## src/rtl/sfl_pkg.sv

```systemverilog
package sfl_pkg;
   typedef enum logic [1:0] {
      TRADE_HOLD   = 2'd0,
      TRADE_GROW   = 2'd1,
      TRADE_SHRINK = 2'd2
   } trade_e;
endpackage

```

## src/rtl/sfl_edge_gen.sv

```systemverilog
module sfl_edge_gen #(
   parameter int DW     = 16,
   parameter int EDGE_W = 8
) (
   input  logic signed [DW-1:0] res_i,
   output logic [EDGE_W-1:0]    pat_o
);
   for (genvar i = 0; i < EDGE_W; i++) begin : g_bit
      localparam logic signed [DW-1:0] POS = DW'(i);
      assign pat_o[i] = (res_i <= POS);
   end
endmodule

```

## src/rtl/sfl_window_calc.sv

```systemverilog
module sfl_window_calc #(
   parameter int DW     = 16,
   parameter int EDGE_W = 8
) (
   input  logic                 fold_i,
   input  logic signed [DW-1:0] win_i,
   input  logic signed [DW-1:0] size_i,
   input  logic signed [DW-1:0] res_i,
   output logic signed [DW-1:0] raw_size_o,
   output logic signed [DW-1:0] raw_res_o
);
   localparam int FRAC_W = $clog2(EDGE_W);
   localparam logic signed [DW-1:0] UNIT = DW'(EDGE_W);

   logic signed [DW-1:0] res_adj;
   logic signed [DW-1:0] whole;
   logic signed [DW-1:0] span_b;
   logic signed [DW-1:0] span_oh;
   logic signed [DW-1:0] diff;

   always_comb begin
      res_adj    = fold_i ? res_i + UNIT : res_i;
      whole      = size_i <<< FRAC_W;
      span_b     = whole + res_adj;
      span_oh    = whole + UNIT - win_i;
      diff       = span_b - span_oh;
      raw_size_o = diff >>> FRAC_W;
      raw_res_o  = diff - (raw_size_o <<< FRAC_W);
   end
endmodule

```

## src/rtl/sfl_trade.sv

```systemverilog
module sfl_trade
   import sfl_pkg::*;
#(
   parameter int DW         = 16,
   parameter int EDGE_W     = 8,
   parameter int STUFF_W    = 8,
   parameter int MAX_STUFF  = 60,
   parameter int SIZE_LO    = 3,
   parameter int SIZE_HI    = 8,
   parameter int BLOCK_BITS = 6
) (
   input  logic signed [DW-1:0] size_i,
   input  logic signed [DW-1:0] win_i,
   input  logic [STUFF_W-1:0]   stuff_i,
   output logic signed [DW-1:0] size_o,
   output logic signed [DW-1:0] win_o,
   output logic [STUFF_W-1:0]   stuff_o
);
   localparam logic signed [DW-1:0] LO_S  = DW'(SIZE_LO);
   localparam logic signed [DW-1:0] HI_S  = DW'(SIZE_HI);
   localparam logic signed [DW-1:0] SPAN  = DW'(BLOCK_BITS);
   localparam logic signed [DW-1:0] WSTEP = DW'(BLOCK_BITS * EDGE_W);
   localparam logic [STUFF_W-1:0]   SMAX  = STUFF_W'(MAX_STUFF);
   localparam logic [STUFF_W-1:0]   ONE   = STUFF_W'(1);

   trade_e sel;
   logic   at_min;
   logic   at_max;

   assign at_min = (stuff_i == '0);

   if (MAX_STUFF == (1 << STUFF_W) - 1) begin : g_full_range
      assign at_max = &stuff_i;
   end else begin : g_limit
      assign at_max = (stuff_i >= SMAX);
   end

   always_comb begin
      if (size_i < LO_S)      sel = TRADE_GROW;
      else if (size_i > HI_S) sel = TRADE_SHRINK;
      else                    sel = TRADE_HOLD;
   end

   always_comb begin
      size_o  = size_i;
      win_o   = win_i;
      stuff_o = stuff_i;
      case (sel)
         TRADE_GROW: begin
            size_o = size_i + SPAN;
            win_o  = win_i + WSTEP;
            if (!at_min) stuff_o = stuff_i - ONE;
         end
         TRADE_SHRINK: begin
            size_o = size_i - SPAN;
            win_o  = win_i - WSTEP;
            if (!at_max) stuff_o = stuff_i + ONE;
         end
         default: ;
      endcase
   end
endmodule

```

## src/rtl/sync_frame_adjust.sv

```systemverilog
module sync_frame_adjust #(
   parameter int DW         = 16,
   parameter int EDGE_W     = 8,
   parameter int STUFF_W    = 8,
   parameter int MAX_STUFF  = 60,
   parameter int SIZE_LO    = 3,
   parameter int SIZE_HI    = 8,
   parameter int BLOCK_BITS = 6
) (
   input  logic                 clk,
   input  logic                 rst_n,
   input  logic                 upd_i,
   input  logic signed [DW-1:0] win_i,
   input  logic signed [DW-1:0] size_i,
   input  logic signed [DW-1:0] res_i,
   input  logic [STUFF_W-1:0]   stuff_i,
   output logic signed [DW-1:0] size_o,
   output logic signed [DW-1:0] res_o,
   output logic [STUFF_W-1:0]   stuff_o,
   output logic signed [DW-1:0] win_o,
   output logic [EDGE_W-1:0]    edge_o,
   output logic                 done_o
);
   localparam int FRAC_W = $clog2(EDGE_W);

   if (EDGE_W != (1 << FRAC_W) || EDGE_W < 2) begin : g_bad_edge
      $error("EDGE_W must be a power of two of at least 2");
   end
   if (SIZE_HI - SIZE_LO + 1 < BLOCK_BITS) begin : g_bad_band
      $error("size band narrower than one stuffing block");
   end
   if (MAX_STUFF < 1 || MAX_STUFF > (1 << STUFF_W) - 1) begin : g_bad_max
      $error("MAX_STUFF does not fit STUFF_W");
   end
   if (DW < 8) begin : g_bad_dw
      $error("DW too small");
   end

   logic [EDGE_W-1:0]    cur_pat;
   logic                 fold;
   logic signed [DW-1:0] raw_size;
   logic signed [DW-1:0] raw_res;
   logic signed [DW-1:0] nxt_size;
   logic signed [DW-1:0] nxt_win;
   logic [STUFF_W-1:0]   nxt_stuff;
   logic [EDGE_W-1:0]    nxt_pat;

   sfl_edge_gen #(.DW(DW), .EDGE_W(EDGE_W)) cur_edge_i (
      .res_i (res_i),
      .pat_o (cur_pat)
   );

   assign fold = (cur_pat == '0);

   sfl_window_calc #(.DW(DW), .EDGE_W(EDGE_W)) calc_i (
      .fold_i     (fold),
      .win_i      (win_i),
      .size_i     (size_i),
      .res_i      (res_i),
      .raw_size_o (raw_size),
      .raw_res_o  (raw_res)
   );

   sfl_trade #(
      .DW(DW), .EDGE_W(EDGE_W), .STUFF_W(STUFF_W), .MAX_STUFF(MAX_STUFF),
      .SIZE_LO(SIZE_LO), .SIZE_HI(SIZE_HI), .BLOCK_BITS(BLOCK_BITS)
   ) trade_i (
      .size_i  (raw_size),
      .win_i   (win_i),
      .stuff_i (stuff_i),
      .size_o  (nxt_size),
      .win_o   (nxt_win),
      .stuff_o (nxt_stuff)
   );

   sfl_edge_gen #(.DW(DW), .EDGE_W(EDGE_W)) nxt_edge_i (
      .res_i (raw_res),
      .pat_o (nxt_pat)
   );

   always_ff @(posedge clk or negedge rst_n) begin
      if (!rst_n) begin
         size_o  <= '0;
         res_o   <= '0;
         stuff_o <= '0;
         win_o   <= '0;
         edge_o  <= '0;
         done_o  <= 1'b0;
      end else begin
         done_o <= upd_i;
         if (upd_i) begin
            size_o  <= nxt_size;
            res_o   <= raw_res;
            stuff_o <= nxt_stuff;
            win_o   <= nxt_win;
            edge_o  <= nxt_pat;
         end
      end
   end
endmodule

```

## config.mk

```make
export PLATFORM = sky130hd
export DESIGN_NAME = sync_frame_adjust
export DESIGN_NICKNAME = d
export VERILOG_FILES = /design/src/rtl/sfl_pkg.sv /design/src/rtl/sfl_edge_gen.sv /design/src/rtl/sfl_window_calc.sv /design/src/rtl/sfl_trade.sv /design/src/rtl/sync_frame_adjust.sv
export SDC_FILE = /design/constraint.sdc
export NUM_CORES = 1
export LEC_CHECK = 0
export BUFFER_PORTS_ARGS = -buffer_cell sky130_fd_sc_hd__buf_2
export CAP_MARGIN = 25
export CORE_MARGIN = 10
export CORE_UTILIZATION = 55
export DETAILED_ROUTE_END_ITERATION = 8
export PLACE_DENSITY = 0.91
export SLEW_MARGIN = 20
export SYNTH_ARGS = -nofsm -noshare
export SYNTH_HDL_FRONTEND = slang
export SYNTH_SLANG_ARGS = --single-unit
```

## constraint.sdc

```tcl
create_clock -name clk -period 0.8 [get_ports clk]
set_input_delay 0.08 -clock clk [delete_from_list [all_inputs] [get_ports clk]]
set_output_delay 0.08 -clock clk [all_outputs]
set_load 0.005 [all_outputs]
```

==> results of run 1 <==
==> stage by stage <==
step           instances  setup slack, ns  util (%)  hold slack, ns
2_1_floorplan        655            -4.67         -          -0.216
3_3_place_gp        1066            -4.76      81.5          0.0788
3_5_place_dp        1066            -5.02      81.5          0.0876
4_1_cts             1153            -4.64      95.3          0.0250
==> what timing repair did <==
item | 4_1_cts
hold buffers | 2
cloned | 1
hold endpoints to repair | 51
pin swaps | 93
setup buffers | 105
setup endpoints to repair | 96
gates resized for setup | 140
==> kinds of logic after synthesis <==
| family | after synthesis | share of synthesized area (%) |
|---|---|---|
| mux | 19 | 3.89 |
| xor+xnor | 68 | 11.0 |
| buf+inv | 90 | 7.41 |
| compound gates | 171 | 21.5 |
| fa+ha+maj | 69 | 17.8 |
| flops | 50 | 22.9 |
| simple gates | 175 | 15.5 |
| other cells | 1 | 0.0685 |
==> reports/metrics.cfg, run 1 <==
[clock_network]
cts_root_buf=clkbuf_8
cts_buffers=5
clock_sinks=50
clk_path_buf_depth=2
htree_levels=2

[run_status]
status=did not finish
lastStage=5_1_grt
first-error=[ERROR DPL-0038] Utilization greater than 100%, impossible to legalize

[placement]
routabilityCongestion=0.958
port_buffers=106
post-dp-hpwl_um=17400
place_area_sq_um=7930

[floorplan]
core.rowCount=36
io_pins=124
die_w_um=120
start_util_pct=56.3
die_h_um=120

[yosys]
ys_async_sr_fraction_pct=100
yosysMostFrequentCell=nor2_1
ys.flop_type=dfrtp_1
ys_types=73
yosys.area.top_type=dfrtp_1
ys_seq_area_share_pct=22.9
synthTopCellsByArea=dfrtp_1 23%, ha_1 12%, xnor2_1 7.8%
synth_seq_cells=50
synth_edf_count=0
yosysTopAreaCellShare_pct=22.9
synth_area_sq_um=5470
synth_cells=643
yosysWarnings=0
synthTopCellsByCount=64 x nor2_1, 59 x inv_1, 53 x a21oi_1, 53 x ha_1, 50 x dfrtp_1
synth_area_per_cell_sq_um=8.51

[timing]
worstEndpointType=register input
grt_repair_worst_endpoint=size_o[11]$_DFFE_PN0P_/D

[grt]
grt_max_degree=51

==> run 2, diff against run 1 <==
--- a/config.mk
+++ b/config.mk
@@ -8,9 +8,9 @@
 export BUFFER_PORTS_ARGS = -buffer_cell sky130_fd_sc_hd__buf_2
 export CAP_MARGIN = 25
 export CORE_MARGIN = 10
-export CORE_UTILIZATION = 55
+export CORE_UTILIZATION = 40
 export DETAILED_ROUTE_END_ITERATION = 8
-export PLACE_DENSITY = 0.91
+export PLACE_DENSITY_LB_ADDON = 0.15
 export SLEW_MARGIN = 20
 export SYNTH_ARGS = -nofsm -noshare
 export SYNTH_HDL_FRONTEND = slang
==> run 2 against run 1 <==
- the flow now finishes, with violations (setup timing)
- synthesized cell count is the same
- area after synthesis did not move
==> reports/metrics.cfg, run 2 <==
[run_status]
status=complete, but fails checks
violations=setup timing

[cells_and_area]
largest_reg_flops=16
reg.largest.list=win_o (16), size_o (14)
multi_input_area_sq_um=4790
regMostFlops=win_o
antenna_cells=0
design_area_sq_um=9670
final_common_cell=buf_4
syn2layout_area_growth_pct=76.7
regArea_sq_um=1250
drive_above_1_share_pct=54.3
final_cell_mix=247 x buf_4, 98 x buf_2, 59 x nor2_1
nNetsFinal=1154
fin_cells=1204
fillers=1007

[grt]
grt_pass1_vias=6557
track_usage_pct=20.7
gr-total-overflow=0
grt_first_pass_wirelength_um=31600
antenna_found_initial=0
grt_max_degree=51

[yosys]
synthTopCellsByArea=dfrtp_1 23%, ha_1 12%, xnor2_1 7.8%
synth_seq_cells=50  ; unchanged
synth_cells=643  ; unchanged
ys_types=73  ; unchanged
yosys.area.top_type=dfrtp_1
yosysMostFrequentCell=nor2_1
synth_area_sq_um=5470  ; unchanged
synth_area_per_cell_sq_um=8.51  ; unchanged
ys.flop_type=dfrtp_1
synthTopCellsByCount=64 x nor2_1, 59 x inv_1, 53 x a21oi_1, 53 x ha_1, 50 x dfrtp_1
ys_async_sr_fraction_pct=100  ; unchanged
yosysWarnings=0  ; unchanged
ys_seq_area_share_pct=22.9  ; unchanged
yosysTopAreaCellShare_pct=22.9  ; unchanged
synth_edf_count=0  ; unchanged

[placement]
post-dp-hpwl_um=15300  ; -12%
port_buffers=106  ; unchanged
routabilityCongestion=0.900  ; -6.1%
place_area_sq_um=8060  ; +1.7%
placed_cells=1123  ; +5.3%

[floorplan]
io_pins=124  ; unchanged
die_w_um=137  ; +14%
core.rowCount=42  ; +17%
core_sq_um=13300
die_area_sq_um=18800
start_util_pct=41.0  ; -15 points
die_h_um=137  ; +14%

[route]
drcViolationCount=0
routedWlPerCell_um=16.6
ant_nets=0
drt-pass1-iter-count=4
vias=6109
drt_iter0_drc=228
vias_per_cell=5.07
finalWirelength_um=20000

[clock_network]
cts_buffers=5  ; unchanged
cts_root_buf=clkbuf_16
clock_sinks=50  ; unchanged
path_clk_slew_ns=0.07
clk_path_buf_depth=2  ; unchanged
htree_levels=2  ; unchanged
clk_latency_ns=0.30
cts_tree=done

[run]
max_cap_violations=0

[timing]
worst_pin_slew_ns=0.514
relSlewSlack_pct=65.4
fin_crit_sh_pct=659
setup_slack_ns=-4.48
rsz0062_at_grt=yes
timing.final.max_slew_violations=0
setup_viol=95
finClkSkew_ns=0
fmax_mhz=190
hold_viol_final=0
min_period_ns=5.28

[setup_path]
critPathArrivalTime_ns=5.47
rr_startpoint=size_o[2]
reg2reg_slack_ns=-0.09
startpoint_type=input port
crit_type=in2reg
required_ns=0.99
cp-end-kind=register
r2r_cells=2
crit_fanout=5
r2r-end=size_o[2]

[worst_hold_path]
hp-class=in2reg
worstHoldEndpoint=win_o[3]
hold_path_depth=2
hold_path_startpoint=win_i[3]

[power_and_ir_drop]
leakagePower_nw=4.59
vdd_ir_drop_max_uv=2890
powerDensity_nw_per_um2=5200
total_power_mw=50.3

-- run 2: area by class of cell --
type                            count  area share [%]
Clock buffer                        5            1.29
Timing Repair Buffer              395            30.4
Multi-Input combinational cell    515            49.5
Clock inverter                      3           0.711
Inverter                           60            2.87
Tap cell                          176            2.28
Sequential cell                    50            12.9
-- run 2: kinds of logic after synthesis --
group	Yosys count	share of synthesized area, %
simple gates	175	15.5
buf+inv	90	7.41
mux	19	3.89
xor+xnor	68	11.0
other cells	1	0.0685
flops	50	22.9
compound gates	171	21.5
fa+ha+maj	69	17.8
-- run 2: worst max path at each step --
stage | cells after the start | to | start | slack (ns)
3_5_place_dp | 27 | size_o[11] | res_i[4] | -4.90
3_3_place_gp | 24 | size_o[11] | res_i[4] | -4.76
4_1_cts | 28 | size_o[11] | res_i[4] | -4.39
6_report | 28 | size_o[11] | res_i[4] | -4.48
5_1_grt | 28 | size_o[11] | res_i[4] | -4.66
2_1_floorplan | 26 | size_o[11] | res_i[4] | -4.67
-- run 2: critical path: stages --
cell and delay [ns]:
buf_12 0.11, inv_12 0.04, ha_4 0.11, inv_2 0.03
o32ai_2 0.24, a41o_1 0.24, buf_6 0.14, mux2i_4 0.23
fa_1 0.44, inv_2 0.08, ha_4 0.22, o21ai_4 0.15
o21ai_2 0.10, a21oi_2 0.18, mux2_4 0.32, or4_4 0.56
o21ai_4 0.23, inv_6 0.07, fa_2 0.34, nor2b_1 0.12
o21ai_1 0.08, nand2b_1 0.11, a21o_1 0.12, a21o_1 0.17
a31oi_4 0.10, o311a_1 0.31, o311a_1 0.28, a211o_1 0.22
-- run 2: per-layer routing --
metal	wire [um]	track usage (%)	vias up
met4	625	7.32	0
met2	10500	38.4	120
met3	933	4.33	36
met1	7960	22.7	2931
li1	-	-	3022
met5	0	0	-
-- run 2: timing repair --
item,4_1_cts,5_1_grt
hold buffers,1,0
gates resized for setup,114,53
setup buffers,81,18
pin swaps,92,70
hold endpoints to repair,50,0
endpoints found under the setup margin,95,95
cloned,1,0
-- run 2: where the power goes --
part           total, mW  internal, mW  switching [mW]
Clock               2.85          1.80            1.05
Combinational       43.5          23.7            19.7
Sequential          4.00          3.53           0.475
Total               50.3          29.1            21.2
-- run 2: per-stage QoR --
stage | worst slack [ns] | hold slack (ns) | util, % | TNS (ns)
final | -4.48 | 0.0270 | 72.5 | -138.24
after global routing | -4.66 | 0.0324 | 72.5 | -145.69
after CTS | -4.39 | 0.0236 | 70.3 | -135.95
after detailed placement | -4.90 | 0.0945 | 60.4 | -148.94
after global placement | -4.76 | 0.0812 | 60.4 | -145.03
after floorplan | -4.67 | -0.216 | - | -128.60
Note: power is estimated with default switching activity, not from simulation.
==> run 3, diff against run 2 <==
==> constraint.sdc (replaced) <==
create_clock -name clk -period 5.7 [get_ports clk]
set_input_delay 0.57 -clock clk [delete_from_list [all_inputs] [get_ports clk]]
set_output_delay 0.57 -clock clk [all_outputs]
set_load 0.005 [all_outputs]
==> run 3 against run 2 <==
- the flow still finishes with violations (setup timing)
- total power shrank 89%
- die area did not move
- largest power group unchanged
- combinational power decreased by 89%
- critical path depth decreased by 1
- largest cell class unchanged
- non-clock buffer count down 118
==> reports/metrics.cfg, run 3 (same netlist as run 2, synthesis figures left out) <==
[run_status]
status=complete, but fails checks
violations=setup timing

[cells_and_area]
drive_above_1_share_pct=43.2  ; -11 points
nNetsFinal=1036  ; -10%
post-route-util_pct=61.1  ; -11 points
final_cell_mix=161 x buf_4, 104 x buf_2, 59 x nor2_1
regMostFlops=win_o
fillers=1178  ; +17%
regArea_sq_um=1250  ; unchanged
largest_reg_flops=16  ; unchanged
reg.largest.list=win_o (16), size_o (14)
syn2layout_area_growth_pct=48.9
final_common_cell=buf_4
design_area_sq_um=8150  ; -16%
multi_input_area_sq_um=4360  ; -8.8%
antenna_cells=0  ; unchanged

[timing]
timing.final.max_slew_violations=0  ; unchanged
fmax_mhz=171
relSlewSlack_pct=47.9  ; -18 points
fin_crit_sh_pct=102
min_period_ns=5.83
tns_ns=-0.481  ; +137.76 ns
worst_pin_slew_ns=0.781  ; +0.267 ns
finClkSkew_ns=0  ; unchanged
rsz0062_at_grt=yes
hold_viol_final=0  ; unchanged
setup_viol=8  ; -92%
whs_ns=0.386  ; +0.359 ns
setup_slack_ns=-0.133  ; +4.34 ns

[clock_network]
cts_root_buf=clkbuf_16
htree_levels=2  ; unchanged
cts_tree=done
clk_path_buf_depth=2  ; unchanged
clock_sinks=50  ; unchanged
clk_latency_ns=0.30  ; about the same
cts_buffers=5  ; unchanged
path_clk_slew_ns=0.06  ; about the same
holdBufCountCts=0  ; -1

[route]
vias=5517  ; -9.7%
routedWlPerCell_um=16.1  ; -3.4%
drt_iter0_drc=233  ; +2.2%
drt-pass1-iter-count=4  ; unchanged
drcViolationCount=0  ; unchanged
finalWirelength_um=17400  ; -13%
ant_nets=0  ; unchanged
vias_per_cell=5.08  ; +0.12%

[power_and_ir_drop]
vdd_ir_drop_max_uv=362  ; -87%
powerDensity_nw_per_um2=694  ; -87%
leakagePower_nw=3.85  ; -16%

[placement]
place_area_sq_um=7230  ; -10%
port_buffers=106  ; unchanged
routabilityCongestion=0.898  ; -0.21%
post-dp-hpwl_um=13800  ; -10%

[setup_path]
startpoint_type=input port
reg2reg_slack_ns=4.87  ; +4.96 ns
max_stage_delay_ns=0.61  ; +0.05 ns
required_ns=5.88  ; +4.89 ns
crit_start=res_i[3]
cp-end-kind=register
crit_fanout=3  ; -2
crit_path_top_delay_cell=fa_1
rr_startpoint=size_o[10]
crit_type=in2reg
worst-path-buf-inv=5  ; -1
cp_top_family=compound AO/OA/AOI/OAI gates
critPathArrivalTime_ns=6.02  ; +0.55 ns

[grt]
gr-total-overflow=0  ; unchanged
grt_first_pass_wirelength_um=27600  ; -13%
grt_pass1_vias=5708  ; -13%
grt_max_degree=68  ; +33%
track_usage_pct=18.0  ; -2.7 points
antenna_found_initial=0  ; unchanged

[floorplan]
core.rowCount=42  ; unchanged
die_area_sq_um=18800  ; unchanged
start_util_pct=41.0  ; unchanged
die_h_um=137  ; unchanged
io_pins=124  ; unchanged
core_sq_um=13300  ; unchanged
die_w_um=137  ; unchanged

[run]
max_cap_violations=0  ; unchanged

[worst_hold_path]
hp-class=in2async

==> run 3: changes by cell type in the layout (fill, tap and decap cells not counted), moves of 7 or more <==
cell and delta:
buf_4 -86, buf_6 -34, ha_1 +13, ha_4 -13, inv_1 +7
==> run 3: area by class of cell <==
cell class | instances | share of cell area, %
Multi-Input combinational cell | 515 | 53.6
Timing Repair Buffer | 277 | 23.1
Sequential cell | 50 | 15.4
Inverter | 60 | 2.89
Tap cell | 176 | 2.70
Clock buffer | 5 | 1.54
Clock inverter | 3 | 0.844
==> run 3: worst paths after layout <==
check	to	depth (start not counted)
max	size_o[11]	27
max in group asynchronous	size_o[0]	2
max reg2reg	size_o[10]	2
min reg2reg	edge_o[7]	1
min in group clk	edge_o[7]	1
min	size_o[6]	2
==> run 3: layer usage <==
layer	global-route usage (%)	routed length [um]	vias up
met5	0	0	-
met4	4.63	378	0
met2	31.8	8680	122
met1	20.9	7150	2603
met3	4.99	1230	18
li1	-	-	2774
==> run 3: through the flow <==
step | instances | worst slack (ns) | power [mW]
floorplan | 655 | -0.288 | 3.07
global placement | 1040 | -0.427 | 4.38
detailed placement | 1040 | -0.597 | 4.51
CTS | 1065 | -0.0720 | 5.12
global route | 1086 | -0.369 | 6.13
finish | 1086 | -0.133 | 5.66
==> run 3: timing repair <==
item                                    in CTS  in global routing
resized for setup                           26                 63
pin swaps                                   17                 53
cloned                                       0                  1
endpoints found under the setup margin      10                 25
buffers inserted                            17                 20
endpoints found under the hold margin        0                  0
==> run 3: power by group <==
part	total (mW)	internal, mW	switching (mW)	leakage (nW)
clock network	0.393	0.252	0.140	0.0940
logic	4.70	2.44	2.26	3.17
registers	0.563	0.496	0.0671	0.579
